## src/rtl/bcdiv_pkg.sv

```systemverilog
package bcdiv_pkg;

   localparam int unsigned BCD_W = 4;

   typedef logic [BCD_W-1:0] bcd_t;

   localparam bcd_t BCD_MAX = bcd_t'(9);
   localparam bcd_t BCD_ONE = bcd_t'(1);

   // saturate a nibble into the legal decimal range
   function automatic bcd_t bcd_sat(input bcd_t d);
      return (d > BCD_MAX) ? BCD_MAX : d;
   endfunction

endpackage

```

## src/rtl/bcdiv_sanitize.sv

```systemverilog
module bcdiv_sanitize
   import bcdiv_pkg::*;
#(
   parameter int unsigned NUM_DECADES = 3,
   parameter int unsigned MIN_MOD     = 3
) (
   input  logic [NUM_DECADES*BCD_W-1:0] raw_i,
   output logic [NUM_DECADES*BCD_W-1:0] clean_o
);

   localparam int unsigned VEC_W   = NUM_DECADES * BCD_W;
   localparam bcd_t        MIN_DIG = bcd_t'(MIN_MOD);

   logic [VEC_W-1:0] sat;
   logic             upper_zero;

   for (genvar g = 0; g < NUM_DECADES; g++) begin : g_sat
      assign sat[g*BCD_W +: BCD_W] = bcd_sat(raw_i[g*BCD_W +: BCD_W]);
   end

   if (NUM_DECADES == 1) begin : g_single
      assign upper_zero = 1'b1;
   end else begin : g_multi
      assign upper_zero = (sat[VEC_W-1:BCD_W] == '0);
   end

   always_comb begin
      clean_o = sat;
      if (upper_zero && (sat[BCD_W-1:0] < MIN_DIG))
         clean_o[BCD_W-1:0] = MIN_DIG;
   end

endmodule

```

## src/rtl/bcdiv_decade.sv

```systemverilog
module bcdiv_decade
   import bcdiv_pkg::*;
(
   input  logic clk,
   input  logic rst,
   input  logic load_i,
   input  bcd_t load_val_i,
   input  logic dec_i,
   output bcd_t q_o
);

   always_ff @(posedge clk) begin
      if (load_i)
         q_o <= load_val_i;
      else if (dec_i)
         q_o <= (q_o == '0) ? BCD_MAX : (q_o - BCD_ONE);
   end

   // a saturated load keeps every decade inside 0..9
   p_digit_legal_r4: assert property (@(posedge clk) disable iff (rst)
      q_o <= BCD_MAX);

   // a borrow out of zero wraps to nine
   p_wrap_nine_r1: assert property (@(posedge clk) disable iff (rst)
      (!load_i && dec_i && q_o == '0) |=> (q_o == BCD_MAX));

endmodule

```

## src/rtl/bcdiv_terminal.sv

```systemverilog
module bcdiv_terminal
   import bcdiv_pkg::*;
#(
   parameter int unsigned NUM_DECADES = 3
) (
   input  logic [NUM_DECADES*BCD_W-1:0] count_i,
   output logic                         at_one_o
);

   localparam int unsigned VEC_W = NUM_DECADES * BCD_W;

   logic upper_clear;

   if (NUM_DECADES == 1) begin : g_single
      assign upper_clear = 1'b1;
   end else begin : g_multi
      assign upper_clear = (count_i[VEC_W-1:BCD_W] == '0);
   end

   assign at_one_o = upper_clear && (count_i[BCD_W-1:0] == BCD_ONE);

endmodule

```

## src/rtl/bcd_modulus_divider.sv

```systemverilog
module bcd_modulus_divider
   import bcdiv_pkg::*;
#(
   parameter int unsigned NUM_DECADES = 3,
   parameter int unsigned MIN_MOD     = 3
) (
   input  logic                         clk,
   input  logic                         rst,
   input  logic [NUM_DECADES*BCD_W-1:0] modulus_bcd,
   output logic                         pulse_o,
   output logic                         tc_o
);

   localparam int unsigned VEC_W = NUM_DECADES * BCD_W;

   if (NUM_DECADES < 1 || NUM_DECADES > 6) begin : g_bad_decades
      $error("bcd_modulus_divider: NUM_DECADES must be 1..6");
   end
   if (MIN_MOD < 2 || MIN_MOD > 9) begin : g_bad_min
      $error("bcd_modulus_divider: MIN_MOD must be 2..9");
   end

   logic [VEC_W-1:0]       clean_mod;
   logic [VEC_W-1:0]       count;
   logic [NUM_DECADES-1:0] dec_chain;
   logic                   at_one;
   logic                   reload;

   bcdiv_sanitize #(
      .NUM_DECADES (NUM_DECADES),
      .MIN_MOD     (MIN_MOD)
   ) u_sanitize (
      .raw_i   (modulus_bcd),
      .clean_o (clean_mod)
   );

   assign reload       = rst | at_one;
   assign dec_chain[0] = 1'b1;

   for (genvar g = 0; g < NUM_DECADES; g++) begin : g_decade
      bcdiv_decade u_decade (
         .clk        (clk),
         .rst        (rst),
         .load_i     (reload),
         .load_val_i (clean_mod[g*BCD_W +: BCD_W]),
         .dec_i      (dec_chain[g]),
         .q_o        (count[g*BCD_W +: BCD_W])
      );
      if (g < NUM_DECADES - 1) begin : g_borrow
         assign dec_chain[g+1] = dec_chain[g] & (count[g*BCD_W +: BCD_W] == '0);
      end
   end

   bcdiv_terminal #(
      .NUM_DECADES (NUM_DECADES)
   ) u_terminal (
      .count_i  (count),
      .at_one_o (at_one)
   );

   assign tc_o = at_one & ~rst;

   always_ff @(posedge clk) begin
      if (rst)
         pulse_o <= 1'b0;
      else
         pulse_o <= at_one;
   end

   // the divided pulse lasts one cycle
   p_pulse_narrow_r1: assert property (@(posedge clk) disable iff (rst)
      pulse_o |=> !pulse_o);

   // every terminal count is followed by a pulse
   p_tc_to_pulse_r3: assert property (@(posedge clk) disable iff (rst)
      tc_o |=> pulse_o);

   // a pulse only follows a terminal count
   p_pulse_from_tc_r3: assert property (@(posedge clk) disable iff (rst)
      pulse_o |-> $past(tc_o));

   // a reload never lands at or below the terminal value
   p_reload_min_r5: assert property (@(posedge clk) disable iff (rst)
      pulse_o |-> !tc_o);

endmodule

```

## config.mk

```make
export PLATFORM = sky130hd
export DESIGN_NAME = bcd_modulus_divider
export DESIGN_NICKNAME = d
export VERILOG_FILES = /design/src/rtl/bcdiv_pkg.sv /design/src/rtl/bcdiv_sanitize.sv /design/src/rtl/bcdiv_decade.sv /design/src/rtl/bcdiv_terminal.sv /design/src/rtl/bcd_modulus_divider.sv
export SDC_FILE = /design/constraint.sdc
export NUM_CORES = 1
export LEC_CHECK = 0
export BUFFER_PORTS_ARGS = -buffer_cell sky130_fd_sc_hd__buf_2
export CAP_MARGIN = 20
export CORE_MARGIN = 1
export CORE_UTILIZATION = 53
export DETAILED_ROUTE_END_ITERATION = 7
export GPL_TIMING_DRIVEN = 0
export PLACE_DENSITY = 0.85
export REMOVE_ABC_BUFFERS = 1
export SLEW_MARGIN = 25
export SYNTH_ARGS = -nofsm -noshare
export SYNTH_HDL_FRONTEND = slang
export SYNTH_HIERARCHICAL = 1
export SYNTH_SLANG_ARGS = --single-unit
```

## constraint.sdc

```tcl
create_clock -name clk -period 2.15 [get_ports clk]
set_input_delay 0.43 -clock clk [delete_from_list [all_inputs] [get_ports clk]]
set_output_delay 0.43 -clock clk [all_outputs]
set_load 0.01 [all_outputs]
```

Word-level counts from Yosys, hierarchy flattened
Cells that the tools add are included.
W data, S select, Z words.
{"block": "totals", "register_bits": 13, "in_bits": 14, "out_inout_bits": 2, "elab_cells": 37}
{"block": "op_classes", "n_addsub": 3, "n_lt_le_gt_ge": 4, "eq_ne": 1, "muxes": 12, "bitwise": 4, "reduce_logical": 9}
{"op": "$mux W4", "n": 12}
{"op": "$logic_not A8 Y1", "n": 2}
{"op": "$gt A4 B4 Y1 const B", "n": 3}
{"op": "$logic_not A4 Y1", "n": 3}
{"op": "$sub A4 B1 Y4 const B", "n": 3}
{"op": "$eq A4 B1 Y1 const B", "n": 1}
{"op": "$lt A4 B2 Y1 const B", "n": 1}
{"op": "$reduce_bool A2 Y1", "n": 2}
{"op": "$and A1 B1 Y1", "n": 2}
{"op": "$logic_and A1 B1 Y1", "n": 2}
{"op": "$not A1 Y1", "n": 1}
{"op": "$or A1 B1 Y1", "n": 1}

Logic depth before layout (Yosys ltp)
{"block": "depth", "ltp_word": 6, "mapped_depth": 5}

Cells and area by module
Netlist, hierarchy kept.
{"mod": "bcdiv_decade", "instances": 3, "cells_per_inst": 20, "area_per_inst_um2": 215.2}
{"mod": "bcdiv_sanitize", "instances": 1, "cells_per_inst": 21, "area_per_inst_um2": 127.6}
{"mod": "bcd_modulus_divider", "instances": 1, "cells_per_inst": 8, "area_per_inst_um2": 67.6}
{"mod": "bcdiv_terminal", "instances": 1, "cells_per_inst": 4, "area_per_inst_um2": 27.5}

Least setup slack after synthesis
OpenSTA, ideal clock, no wires.
{"block": "synth_timing", "kind": "register -> register", "start": "reg g_decade[0].u_decade.q_o[0]", "end": "reg g_decade[1].u_decade.q_o[0], enable pin", "setup_ps": 260, "t_arrival_ps": 1594, "setup_slack_ps": 296, "stages_incl_launch_ff": 5, "n_path_buf": 0, "synth_period_minus_slack_ps": 1854, "cell_sequence": "edfxtp_1 nor4b_1 and3_1 or2_2 or2_2"}
{"block": "synth_via", "elab_chain_len": 4, "word_cells_on_any_way": 5, "classes_between": "eq/ne: 1; bitwise: 1; reduce/logical: 3"}
{"element": "from (decl)", "line": "bcdiv_decade.sv:9", "source": "output bcd_t q_o"}
{"element": "from (signal assigned)", "line": "bcdiv_decade.sv:14", "source": "q_o <= load_val_i;"}
{"element": "from (signal assigned)", "line": "bcdiv_decade.sv:16", "source": "q_o <= (q_o == '0) ? BCD_MAX : (q_o - BCD_ONE);"}
{"element": "$eq A4 B1 Y1", "line": "bcdiv_terminal.sv:20", "source": "assign at_one_o = upper_clear && (count_i[BCD_W-1:0] == BCD_ONE);"}
{"element": "$logic_and A1 B1 Y1", "line": "bcdiv_terminal.sv:20"}
{"element": "via at_one", "line": "bcd_modulus_divider.sv:26", "source": "logic at_one;"}
{"element": "$or A1 B1 Y1", "line": "bcd_modulus_divider.sv:37", "source": "assign reload = rst | at_one;"}
{"element": "via reload", "line": "bcd_modulus_divider.sv:27", "source": "logic reload;"}
{"element": "$reduce_bool A2 Y1 (no source line)"}
{"element": "to (signal assigned)", "line": "bcdiv_decade.sv:14"}
{"element": "to (signal assigned)", "line": "bcdiv_decade.sv:16"}
{"element": "to (decl)", "line": "bcdiv_decade.sv:9"}
The timed path passes the listed nets, and every way through them passes these cells.
A chain may end at the register's enable or synchronous reset.

Worst setup path in the final report
{"block": "layout_timing", "start": "reg g_decade[1].u_decade.q_o[0]", "end": "out tc_o"}
{"block": "layout_via", "elab_chain_len": 3}
{"element": "$logic_not A8 Y1", "line": "bcdiv_terminal.sv:17", "source": "assign upper_clear = (count_i[VEC_W-1:BCD_W] == '0);"}
{"element": "$logic_and A1 B1 Y1", "line": "bcdiv_terminal.sv:20"}
{"element": "via at_one", "line": "bcd_modulus_divider.sv:26"}
{"element": "$and A1 B1 Y1", "line": "bcd_modulus_divider.sv:61", "source": "assign tc_o = at_one & ~rst;"}
{"element": "to (decl)", "line": "bcd_modulus_divider.sv:11", "source": "output logic tc_o"}
The timed path passes the listed nets, and every way through them passes these cells.

==> run metrics <==
most area-consuming cells after synthesis=edfxtp_1 (41%), o21ai_1 (5.2%), nand2_1 (5.2%), nor2b_1 (5.0%), nor4_2 (4.3%); synthesized area per cell=9.337 um^2; clock sinks=13; unrepaired setup endpoints after global routing=false; DR pass1 iterations=4; Rows=14; outcome=finished clean; number of design rule violations left after detail routing=0; cell chain of the critical path=nor4_1 -> and3_1 -> nor2b_1 -> buf_2; violation count after the first detailed-route iteration=9; die height=42.48 um; total area of multi-input combinational cells=481.7 um^2; clock skew=0.003852 ns; final hold slack=0.3230 ns; number of antenna violations at the first check in global routing=0; netlist area before placement=868.3 um^2; die area=0.001804 mm^2; average vias per placed instance=5.784; total half-perimeter wirelength after legalization and detailed placement=1.233 mm; Setup TNS=0 ns; wire length of the first global-routing pass=2.732 mm; CTS root buffer=clkbuf_4; number of buffers and inverters on the critical path=1; share of the cycle needed by the critical path after routing=93.58%; slowest cell on the critical path=edfxtp_1; placeable core region=0.001524 mm^2; area occupied by registers=380.4 um^2; most common library cell in the layout ignoring fill and taps=buf_2; weighted congestion at the end of routability-driven global placement=0.7671; detailed-route via count=723; via count of the first global-routing pass=631; top library cells by usage in the layout, fill and taps aside=buf_2 (15), nand2_1 (12), edfxtp_1 (12); dominant cell type by area after synthesis=edfxtp_1; number of endpoints with negative hold slack in the final report=0; Setup Crit Path Kind=reg2out; Period minus WS final=2.012 ns; largest net degree at the start of global routing=25; Primary FF master, synth=edfxtp_1; diodes inserted=0; Final Instance Count excl. Fillers=125; Ports=16; count of flip-flops with a built-in enable after synthesis=12; Setup crit end kind=output pin; hold buffer count at cts=0; Max H-tree Level=1; number of max-cap violations=0; GRT Resource Usage Total=20.20%; Inserted Clock Buffers=3; maximum clock frequency=0.4970 GHz; Worst Setup Start Kind=flop; fraction of the yosys area taken by sequential cells=43.80%; slowest cell delay on critical path=0.50 ns; Mapped Cells=93; endpoints failing setup=0; Area Growth Syn to Fin=13.69%; Hold Path Class=in2reg; clock-pin slew of the registers on the worst-case setup and hold paths=0.08 ns; arrival time worst endpoint=1.58 ns; ys async rst share=0%; post-route design area=987.2 um^2; Detailed Route WL=1.638 mm; Congestion Overflow GR=0; portion of synthesized cell area occupied by the leading cell type=41.50%; remaining number of nets flagged by the antenna check after routing=0; Distinct cells, synth=25; fraction of layout cells with a size suffix above 1=29.36%; final count of pins violating max slew=0; Layout Nets=124; critical path peak fanout=7; VDD IR-drop max=0.4715 mV; Seq cells post-synth=13; Clock Tree Buf Depth=2; fill cell count=131; Post-Place Cell Area=952.2 um^2; Placed Cells=121; total of buffers placed on input and output ports=15; clock insertion delay at the later pin of the skew report=0.28 ns; number of warnings reported in the yosys synthesis log=6; static leakage=0.3662 nW; Design Power=0.6436 mW; family of cells with the greatest summed delay on the critical path=simple AND/OR/NAND/NOR gates; clock tree from TritonCTS=yes; final routed wire length divided by cell count=13.10 um; power density relative to cell area=651.9 mW/mm^2; starting utilization of the core area=56.98%; required time of the critical path=1.72 ns; die width=42.48 um
synthesized netlist by cell type, types with 4 or more instances:
master    instances
edfxtp_1         12
nand2_1          12
nor2_1            4
nor2b_1           7
nor4b_1           4
o21ai_0           6
o21ai_1           9
or2_2             4
registers in the layout, summed over array words and instances (netlist names):
signal	flops
g_decade.u_decade/q_o	12
pulse_o	1
metrics by stage:
| stage | worst slack [ns] | util (%) |
|---|---|---|
| 6_report | 0.1381 | 64.78 |
| 5_1_grt | 0.02882 | 64.78 |
| 4_1_cts | 0.1424 | 64.20 |
| 3_5_place_dp | 0.1612 | 62.48 |
| 3_3_place_gp | 0.1732 | 62.48 |
| 2_1_floorplan | 0.2962 | - |
kinds of logic (layout without fill, tap and decap cells):
logic type | count (synthesis) | after routing | synth area share [%]
AOI/OAI and AO/OA | 19 | 19 | 11.09
xor gates and xnor gates | 3 | 3 | 3.026
buffers and inverters | 4 | 20 | 1.729
DFF | 13 | 13 | 43.80
muxes | 3 | 3 | 3.890
other | 1 | 1 | 0.4319
and+or+nand+nor | 50 | 50 | 36.02
worst paths after layout:
path / depth (start not counted) / endpoint / start / slack, ns
worst max-delay path: 4 / tc_o / g_decade[1].u_decade/q_o[0]$_DFFE_PP_ / 0.14
worst min-delay path: 2 / pulse_o$_SDFF_PP0_ / rst / 0.32
worst max register to register: 4 / g_decade[1].u_decade/q_o[1]$_DFFE_PP_ / g_decade[1].u_decade/q_o[0]$_DFFE_PP_ / 0.23
worst min register to register: 1 / g_decade[2].u_decade/q_o[0]$_DFFE_PP_ / g_decade[2].u_decade/q_o[0]$_DFFE_PP_ / 0.74
power by group:
group	internal [mW]	switching, mW
Combinational	0.0654	0.0615
Sequential	0.314	0.0458
Clock	0.0721	0.0845
Total	0.452	0.192
timing repair:
action | CTS | global route
setup buffers | 0 | 0
resized for setup | 0 | 2
setup endpoints to repair | 0 | 3
layout make-up:
| class | instances | area share, % |
|---|---|---|
| Tap cell | 16 | 2.028 |
| Multi-Input combinational cell | 76 | 48.80 |
| Clock buffer | 4 | 2.662 |
| Sequential cell | 13 | 38.53 |
| Timing Repair Buffer | 15 | 7.605 |
| Inverter | 1 | 0.3802 |
routing by layer:
layer	GRT usage [%]	wire length [um]	part of all wire, %
met3	2.586	83	5.1
met5	0	0	0
met1	25.97	731	45
met2	34.46	798	49
met4	7.500	23	1.4
Power figures use the tool's default switching activity.
